$ cat src/rtl/irq_rx_pkg.sv
package irq_rx_pkg;
   typedef enum logic {
      MAP_SPREAD = 1'b0,
      MAP_MERGED = 1'b1
   } irq_map_e;

   function automatic int unsigned lvl_width(input int unsigned n);
      return (n > 1) ? $clog2(n) : 1;
   endfunction
endpackage

$ cat src/rtl/irq_addr_decode.sv
module irq_addr_decode
   import irq_rx_pkg::*;
#(
   parameter int ADDR_W = 32,
   parameter int SLOT_W = 4,
   parameter int NLEV   = 4,
   parameter logic [ADDR_W-1:0] NODE_BASE   = 32'hFFFC_0000,
   parameter logic [ADDR_W-1:0] NODE_STRIDE = 32'h0000_1000,
   parameter logic [ADDR_W-1:0] WIN_OFS     = 32'h0000_0800,
   parameter logic [ADDR_W-1:0] REG_STRIDE  = 32'h0000_0004,
   localparam int LVL_W = lvl_width(NLEV)
) (
   input  logic [SLOT_W-1:0] slot_id,
   input  irq_map_e          map_mode,
   input  logic              wr_en,
   input  logic [ADDR_W-1:0] wr_addr,
   output logic              hit,
   output logic [LVL_W-1:0]  lvl
);
   logic [ADDR_W-1:0] win_base;
   logic [NLEV-1:0]   match;
   logic [LVL_W-1:0]  reg_idx;

   assign win_base = NODE_BASE + (ADDR_W'(slot_id) * NODE_STRIDE) + WIN_OFS;

   for (genvar k = 0; k < NLEV; k++) begin : g_reg
      assign match[k] = (wr_addr == win_base + ADDR_W'(k) * REG_STRIDE);
   end

   always_comb begin
      reg_idx = '0;
      for (int k = 0; k < NLEV; k++)
         if (match[k]) reg_idx = LVL_W'(k);
   end

   assign hit = wr_en && (match != '0);
   assign lvl = (map_mode == MAP_MERGED) ? '0 : reg_idx;
endmodule

$ cat src/rtl/irq_vec_fifo.sv
module irq_vec_fifo #(
   parameter int DATA_W = 32,
   parameter int DEPTH  = 4
) (
   input  logic              clk,
   input  logic              rst,
   input  logic              push,
   input  logic              pop,
   input  logic [DATA_W-1:0] din,
   output logic [DATA_W-1:0] dout,
   output logic              empty,
   output logic              full,
   output logic              ovf
);
   localparam int PTR_W = $clog2(DEPTH);
   localparam int CNT_W = $clog2(DEPTH + 1);

   if (DEPTH < 2 || (DEPTH & (DEPTH - 1)) != 0) begin : g_bad_depth
      $error("irq_vec_fifo: DEPTH must be a power of two, at least 2");
   end

   logic [DATA_W-1:0] mem [DEPTH];
   logic [PTR_W-1:0]  rd_ptr, wr_ptr;
   logic [CNT_W-1:0]  cnt;
   logic              do_pop, do_push;

   assign empty   = (cnt == '0);
   assign full    = (cnt == CNT_W'(DEPTH));
   assign do_pop  = pop && !empty;
   assign do_push = push && (!full || do_pop);
   assign dout    = mem[rd_ptr];

   always_ff @(posedge clk) begin
      if (rst) begin
         rd_ptr <= '0;
         wr_ptr <= '0;
         cnt    <= '0;
         ovf    <= 1'b0;
      end else begin
         if (do_push) begin
            mem[wr_ptr] <= din;
            wr_ptr      <= wr_ptr + 1'b1;
         end
         if (do_pop) rd_ptr <= rd_ptr + 1'b1;
         if (do_push && !do_pop)      cnt <= cnt + 1'b1;
         else if (do_pop && !do_push) cnt <= cnt - 1'b1;
         if (push && !do_push) ovf <= 1'b1;
      end
   end

   p_count_bound_r8: assert property (@(posedge clk) disable iff (rst)
      cnt <= CNT_W'(DEPTH));

   p_full_drop_r8: assert property (@(posedge clk) disable iff (rst)
      push && full && !pop |=> full && ovf);

   p_push_grow_r4: assert property (@(posedge clk) disable iff (rst)
      push && !pop && !full |=> !empty && (cnt == $past(cnt) + 1'b1));
endmodule

$ cat src/rtl/irq_prio_pick.sv
module irq_prio_pick
   import irq_rx_pkg::*;
#(
   parameter int NLEV = 4,
   localparam int LVL_W = lvl_width(NLEV)
) (
   input  logic             clk,
   input  logic             rst,
   input  logic [NLEV-1:0]  req,
   output logic             any,
   output logic [LVL_W-1:0] sel
);
   always_comb begin
      sel = '0;
      for (int k = 0; k < NLEV; k++)
         if (req[k]) sel = LVL_W'(k);
   end
   assign any = (req != '0);

   p_pick_highest_r6: assert property (@(posedge clk) disable iff (rst)
      any |-> ((req >> sel) == NLEV'(1)));
endmodule

$ cat src/rtl/irq_bridge_rx.sv
module irq_bridge_rx
   import irq_rx_pkg::*;
#(
   parameter int ADDR_W   = 32,
   parameter int DATA_W   = 32,
   parameter int SLOT_W   = 4,
   parameter int NLEV     = 4,
   parameter int DEPTH    = 4,
   parameter int IPL_W    = 8,
   parameter logic [IPL_W-1:0] IPL_BASE = 8'h14,
   parameter logic [ADDR_W-1:0] NODE_BASE   = 32'hFFFC_0000,
   parameter logic [ADDR_W-1:0] NODE_STRIDE = 32'h0000_1000
) (
   input  logic              clk,
   input  logic              rst,
   input  logic [SLOT_W-1:0] slot_id,
   input  logic              single_level,
   input  logic              wr_en,
   input  logic [ADDR_W-1:0] wr_addr,
   input  logic [DATA_W-1:0] wr_data,
   input  logic              ack_rd,
   output logic              ack_valid,
   output logic [IPL_W-1:0]  ack_level,
   output logic [DATA_W-1:0] ack_vector,
   output logic [NLEV-1:0]   host_irq,
   output logic [NLEV-1:0]   ovf_sticky
);
   localparam int LVL_W = lvl_width(NLEV);

   if (NLEV < 2 || NLEV + int'(IPL_BASE) > (1 << IPL_W)) begin : g_bad_lvl
      $error("irq_bridge_rx: level count does not fit the priority field");
   end

   logic              wr_hit;
   logic [LVL_W-1:0]  wr_lvl;
   logic              any_pend;
   logic [LVL_W-1:0]  top_lvl;
   logic [NLEV-1:0]   empty_v, full_v, pop_v;
   logic [DATA_W-1:0] head [NLEV];
   irq_map_e          map_mode;

   assign map_mode = single_level ? MAP_MERGED : MAP_SPREAD;

   irq_addr_decode #(
      .ADDR_W(ADDR_W), .SLOT_W(SLOT_W), .NLEV(NLEV),
      .NODE_BASE(NODE_BASE), .NODE_STRIDE(NODE_STRIDE)
   ) u_dec (
      .slot_id(slot_id), .map_mode(map_mode), .wr_en(wr_en),
      .wr_addr(wr_addr), .hit(wr_hit), .lvl(wr_lvl)
   );

   for (genvar k = 0; k < NLEV; k++) begin : g_lvl
      logic push_k;
      assign push_k   = wr_hit && (wr_lvl == LVL_W'(k));
      assign pop_v[k] = ack_valid && (top_lvl == LVL_W'(k));
      irq_vec_fifo #(.DATA_W(DATA_W), .DEPTH(DEPTH)) u_q (
         .clk(clk), .rst(rst), .push(push_k), .pop(pop_v[k]),
         .din(wr_data), .dout(head[k]), .empty(empty_v[k]),
         .full(full_v[k]), .ovf(ovf_sticky[k])
      );
   end

   assign host_irq = ~empty_v;

   irq_prio_pick #(.NLEV(NLEV)) u_pick (
      .clk(clk), .rst(rst), .req(host_irq), .any(any_pend), .sel(top_lvl)
   );

   assign ack_valid  = ack_rd && any_pend;
   assign ack_vector = ack_valid ? head[top_lvl] : '0;
   assign ack_level  = ack_valid ? (IPL_BASE + IPL_W'(top_lvl)) : '0;

   p_idle_ack_r7: assert property (@(posedge clk) disable iff (rst)
      ack_rd && !ack_valid && !wr_en |=> $stable(host_irq) && $stable(ovf_sticky));

   p_reset_clear_r9: assert property (@(posedge clk) disable iff (rst)
      $past(rst) |-> (host_irq == '0) && (ovf_sticky == '0));

   p_ovf_sticky_r8: assert property (@(posedge clk) disable iff (rst)
      $past(!rst) && $past(ovf_sticky) != '0 |-> (ovf_sticky & $past(ovf_sticky)) == $past(ovf_sticky));
endmodule

$ cat config.mk
export PLATFORM = sky130hd
export DESIGN_NAME = irq_bridge_rx
export DESIGN_NICKNAME = d
export VERILOG_FILES = /design/src/rtl/irq_rx_pkg.sv /design/src/rtl/irq_addr_decode.sv /design/src/rtl/irq_vec_fifo.sv /design/src/rtl/irq_prio_pick.sv /design/src/rtl/irq_bridge_rx.sv
export SDC_FILE = /design/constraint.sdc
export NUM_CORES = 1
export LEC_CHECK = 0
export BUFFER_PORTS_ARGS = -buffer_cell sky130_fd_sc_hd__buf_2
export CAP_MARGIN = 25
export CORE_ASPECT_RATIO = 0.5
export CORE_UTILIZATION = 40
export CTS_CLUSTER_SIZE = 10
export DETAILED_ROUTE_END_ITERATION = 10
export PLACE_DENSITY = 0.63
export SYNTH_ARGS = -nofsm -noshare
export SYNTH_HDL_FRONTEND = slang
export SYNTH_HIERARCHICAL = 1
export SYNTH_SLANG_ARGS = --single-unit
$ cat constraint.sdc
create_clock -name clk -period 10 [get_ports clk]
set_input_delay 0 -clock clk [delete_from_list [all_inputs] [get_ports clk]]
set_output_delay 0 -clock clk [all_outputs]
set_load 0.01 [all_outputs]
==> metrics.md <==
| Metric | Value |
|---|---|
| Status | `finished clean` |
| Slew Limit Fails | `0` |
| Gate power share | `1.4%` |
| Slew headroom | `36.2%` |
| Setup TNS | `0 ps` |
| Initial antenna violation count | `0` |
| First-pass GRT wire length | `69400 um` |
| CP max FO | `34` |
| Die Span Y | `167 um` |
| Latest clock arrival within the worst-skew pair | `610 ps` |
| Max Clock Skew | `33.2 ps` |
| H-tree levels | `2` |
| Core area | `53800 um^2` |
| Pin count of the biggest net entering global routing | `61` |
| CTS root buffer | `clkbuf_16` |
| Arrival @ worst endpoint | `4620 ps` |
| Seq pwr share | `56.3%` |
| Number of diodes | `0` |
| Total gr overflow | `0` |
| Psw | `0.000854 W` |
| Synthesized area | `21800 um^2` |
| Worst-margin pin slew | `957 ps` |
| Final non-filler cell total | `1950` |
| Leak | `8.02 nW` |
| Switching Fraction | `19.1%` |
| Internal power | `0.00363 W` |
| Drt pass-1 iters | `5` |
| Synth warn | `6` |
| WS Path Type | `reg2reg` |
| Crit path required time | `10530 ps` |
| Vias | `10656` |
| Crit start category | `flip-flop` |
| Post-Syn Instances | `1031` |
| Clk buf depth | `3` |
| Minimum clock period | `4090 ps` |
| Area grow syn2layout | `15.8%` |
| # fillers | `4409` |
| Clock power frac | `42.4%` |
| Vias per cell | `5.46` |
| Starting DRT DRC Count | `898` |
| Fin nets | `1323` |
| HP Class | `in2reg` |
| Placed insts | `1838` |
| Clock net sink count | `552` |
| Synthesized area per cell | `21.1 um^2` |
| Detailed Place HPWL | `24900 um` |
| CTS tree | `yes` |
| Number of I/O pins | `122` |
| CP endpoint kind | `flip-flop` |
| Routed WL per cell | `23.8 um` |
| Power per cell area | `178 nW/um^2` |
| RSZ-0062 raised after global routing | `false` |
| Setup violators final | `0` |
| Worst vdd ir | `0.120 mV` |
| DRC | `0` |
| Vias in the first global route | `11316` |
| # Max-Cap Violations | `0` |
| RePlAce Congestion | `0.824` |
| Reg clk slew, reported paths | `60 ps` |
| Top achievable clock speed | `244 MHz` |
| WL final | `46500 um` |
| Cts bufs inserted | `61` |
| Routed Antenna Nets | `0` |
| Initial core utilization | `40.5%` |
| Fin crit share | `40.9%` |
| DIE AREA | `55400 um^2` |
| WHS | `16.2 ps` |
| Ratio of cells with drive above 1 in the final layout | `31.0%` |
| Die X | `332 um` |
| Port bufs | `117` |
| GRT Util Overall | `16.9%` |
| # rows | `60` |
| Hold Vio Cnt, Final | `0` |
[stage by stage]
step / total power (W) / setup slack, ps / area, um^2 / util [%]
final: 0.00448 / 5910 / 25200 / 46.9
after global routing: 0.00460 / 5650 / 25200 / 46.9
after CTS: 0.00451 / 5920 / 25200 / 46.8
after detailed placement: 0.00262 / 5950 / 23200 / 43.2
after global placement: 0.00261 / 6120 / 23200 / 43.2
after floorplan: 0.00258 / 5260 / 21800 / -
[power by group through the flow]
stage	Combinational, W	Clock [W]	Sequential [W]
after floorplan	0.00000700	0	0.00257
after global placement	0.0000442	0	0.00257
after detailed placement	0.0000492	0	0.00257
after CTS	0.0000603	0.00193	0.00252
after global routing	0.0000661	0.00201	0.00252
final	0.0000605	0.00190	0.00252
[path summary, 6_finish.rpt]
kind	from	to	slack, ps	cells after the start
min	wr_en	g_lvl[0].u_q/ovf$_SDFFE_PP0P_	20	6
max	g_lvl[3].u_q/cnt[1]$_SDFFE_PP0P_	g_lvl[1].u_q/cnt[2]$_SDFFE_PP0P_	5910	16
min reg2reg	g_lvl[0].u_q/ovf$_SDFFE_PP0P_	g_lvl[0].u_q/ovf$_SDFFE_PP0P_	490	2
max reg2reg	g_lvl[3].u_q/cnt[1]$_SDFFE_PP0P_	g_lvl[1].u_q/cnt[2]$_SDFFE_PP0P_	5910	16
[sequential cells by signal, summed over array words and instances (netlist names), named ones only]
signal            flops
g_lvl.u_q/ovf         4
g_lvl.u_q/cnt        12
g_lvl.u_q/rd_ptr      8
g_lvl.u_q/mem       512
g_lvl.u_q/wr_ptr      8
[worst max-delay path, stage by stage (launching register included)]
cell	delay (ps)
dfxtp_1	380
nor3_1	200
inv_1	100
or2_4	470
or3_1	460
nand3_2	80
buf_4	470
nor2_1	160
nor4b_2	340
nand2b_4	240
inv_2	70
ha_1	210
inv_1	90
fa_1	210
xor2_1	80
or3_1	300
a21oi_1	150
[routing by layer]
metal / up-vias / share of wire [%] / track usage (%)
li1: 4597 / - / -
met5: - / 0 / 0
met4: 0 / 1.9 / 4.57
met1: 5665 / 41 / 22.1
met3: 72 / 6.3 / 2.91
met2: 322 / 51 / 29.1
[final cells by class]
| type | count | area (um^2) | share of cell area [%] |
|---|---|---|---|
| Sequential cell | 552 | 16200 | 64.2 |
| Inverter | 25 | 93.8 | 0.372 |
| Tap cell | 713 | 892 | 3.54 |
| Clock inverter | 4 | 46.3 | 0.184 |
| Multi-Input combinational cell | 405 | 5250 | 20.8 |
| Timing Repair Buffer | 181 | 1170 | 4.65 |
| Clock buffer | 70 | 1560 | 6.19 |
[what timing repair did]
| item | 4_1_cts | 5_1_grt |
|---|---|---|
| hold buffers | 37 | 0 |
| hold endpoints to repair | 524 | 0 |
| resized for setup | 0 | 0 |
| buffers inserted | 0 | 0 |
[cells in the final DEF (no fill, tap or decap), types with 9 or more instances in the layout]
cell / instances
clkbuf_16: 61
clkbuf_1: 9
buf_4: 26
buf_2: 117
nor3b_2: 16
mux4_2: 128
inv_1: 20
nor2_1: 34
xor2_1: 16
dfxtp_1: 32
mux2i_1: 72
ha_1: 20
dlygate4sd3_1: 37
o22ai_1: 32
edfxtp_1: 512
Note: power is estimated with default switching activity, not from simulation.
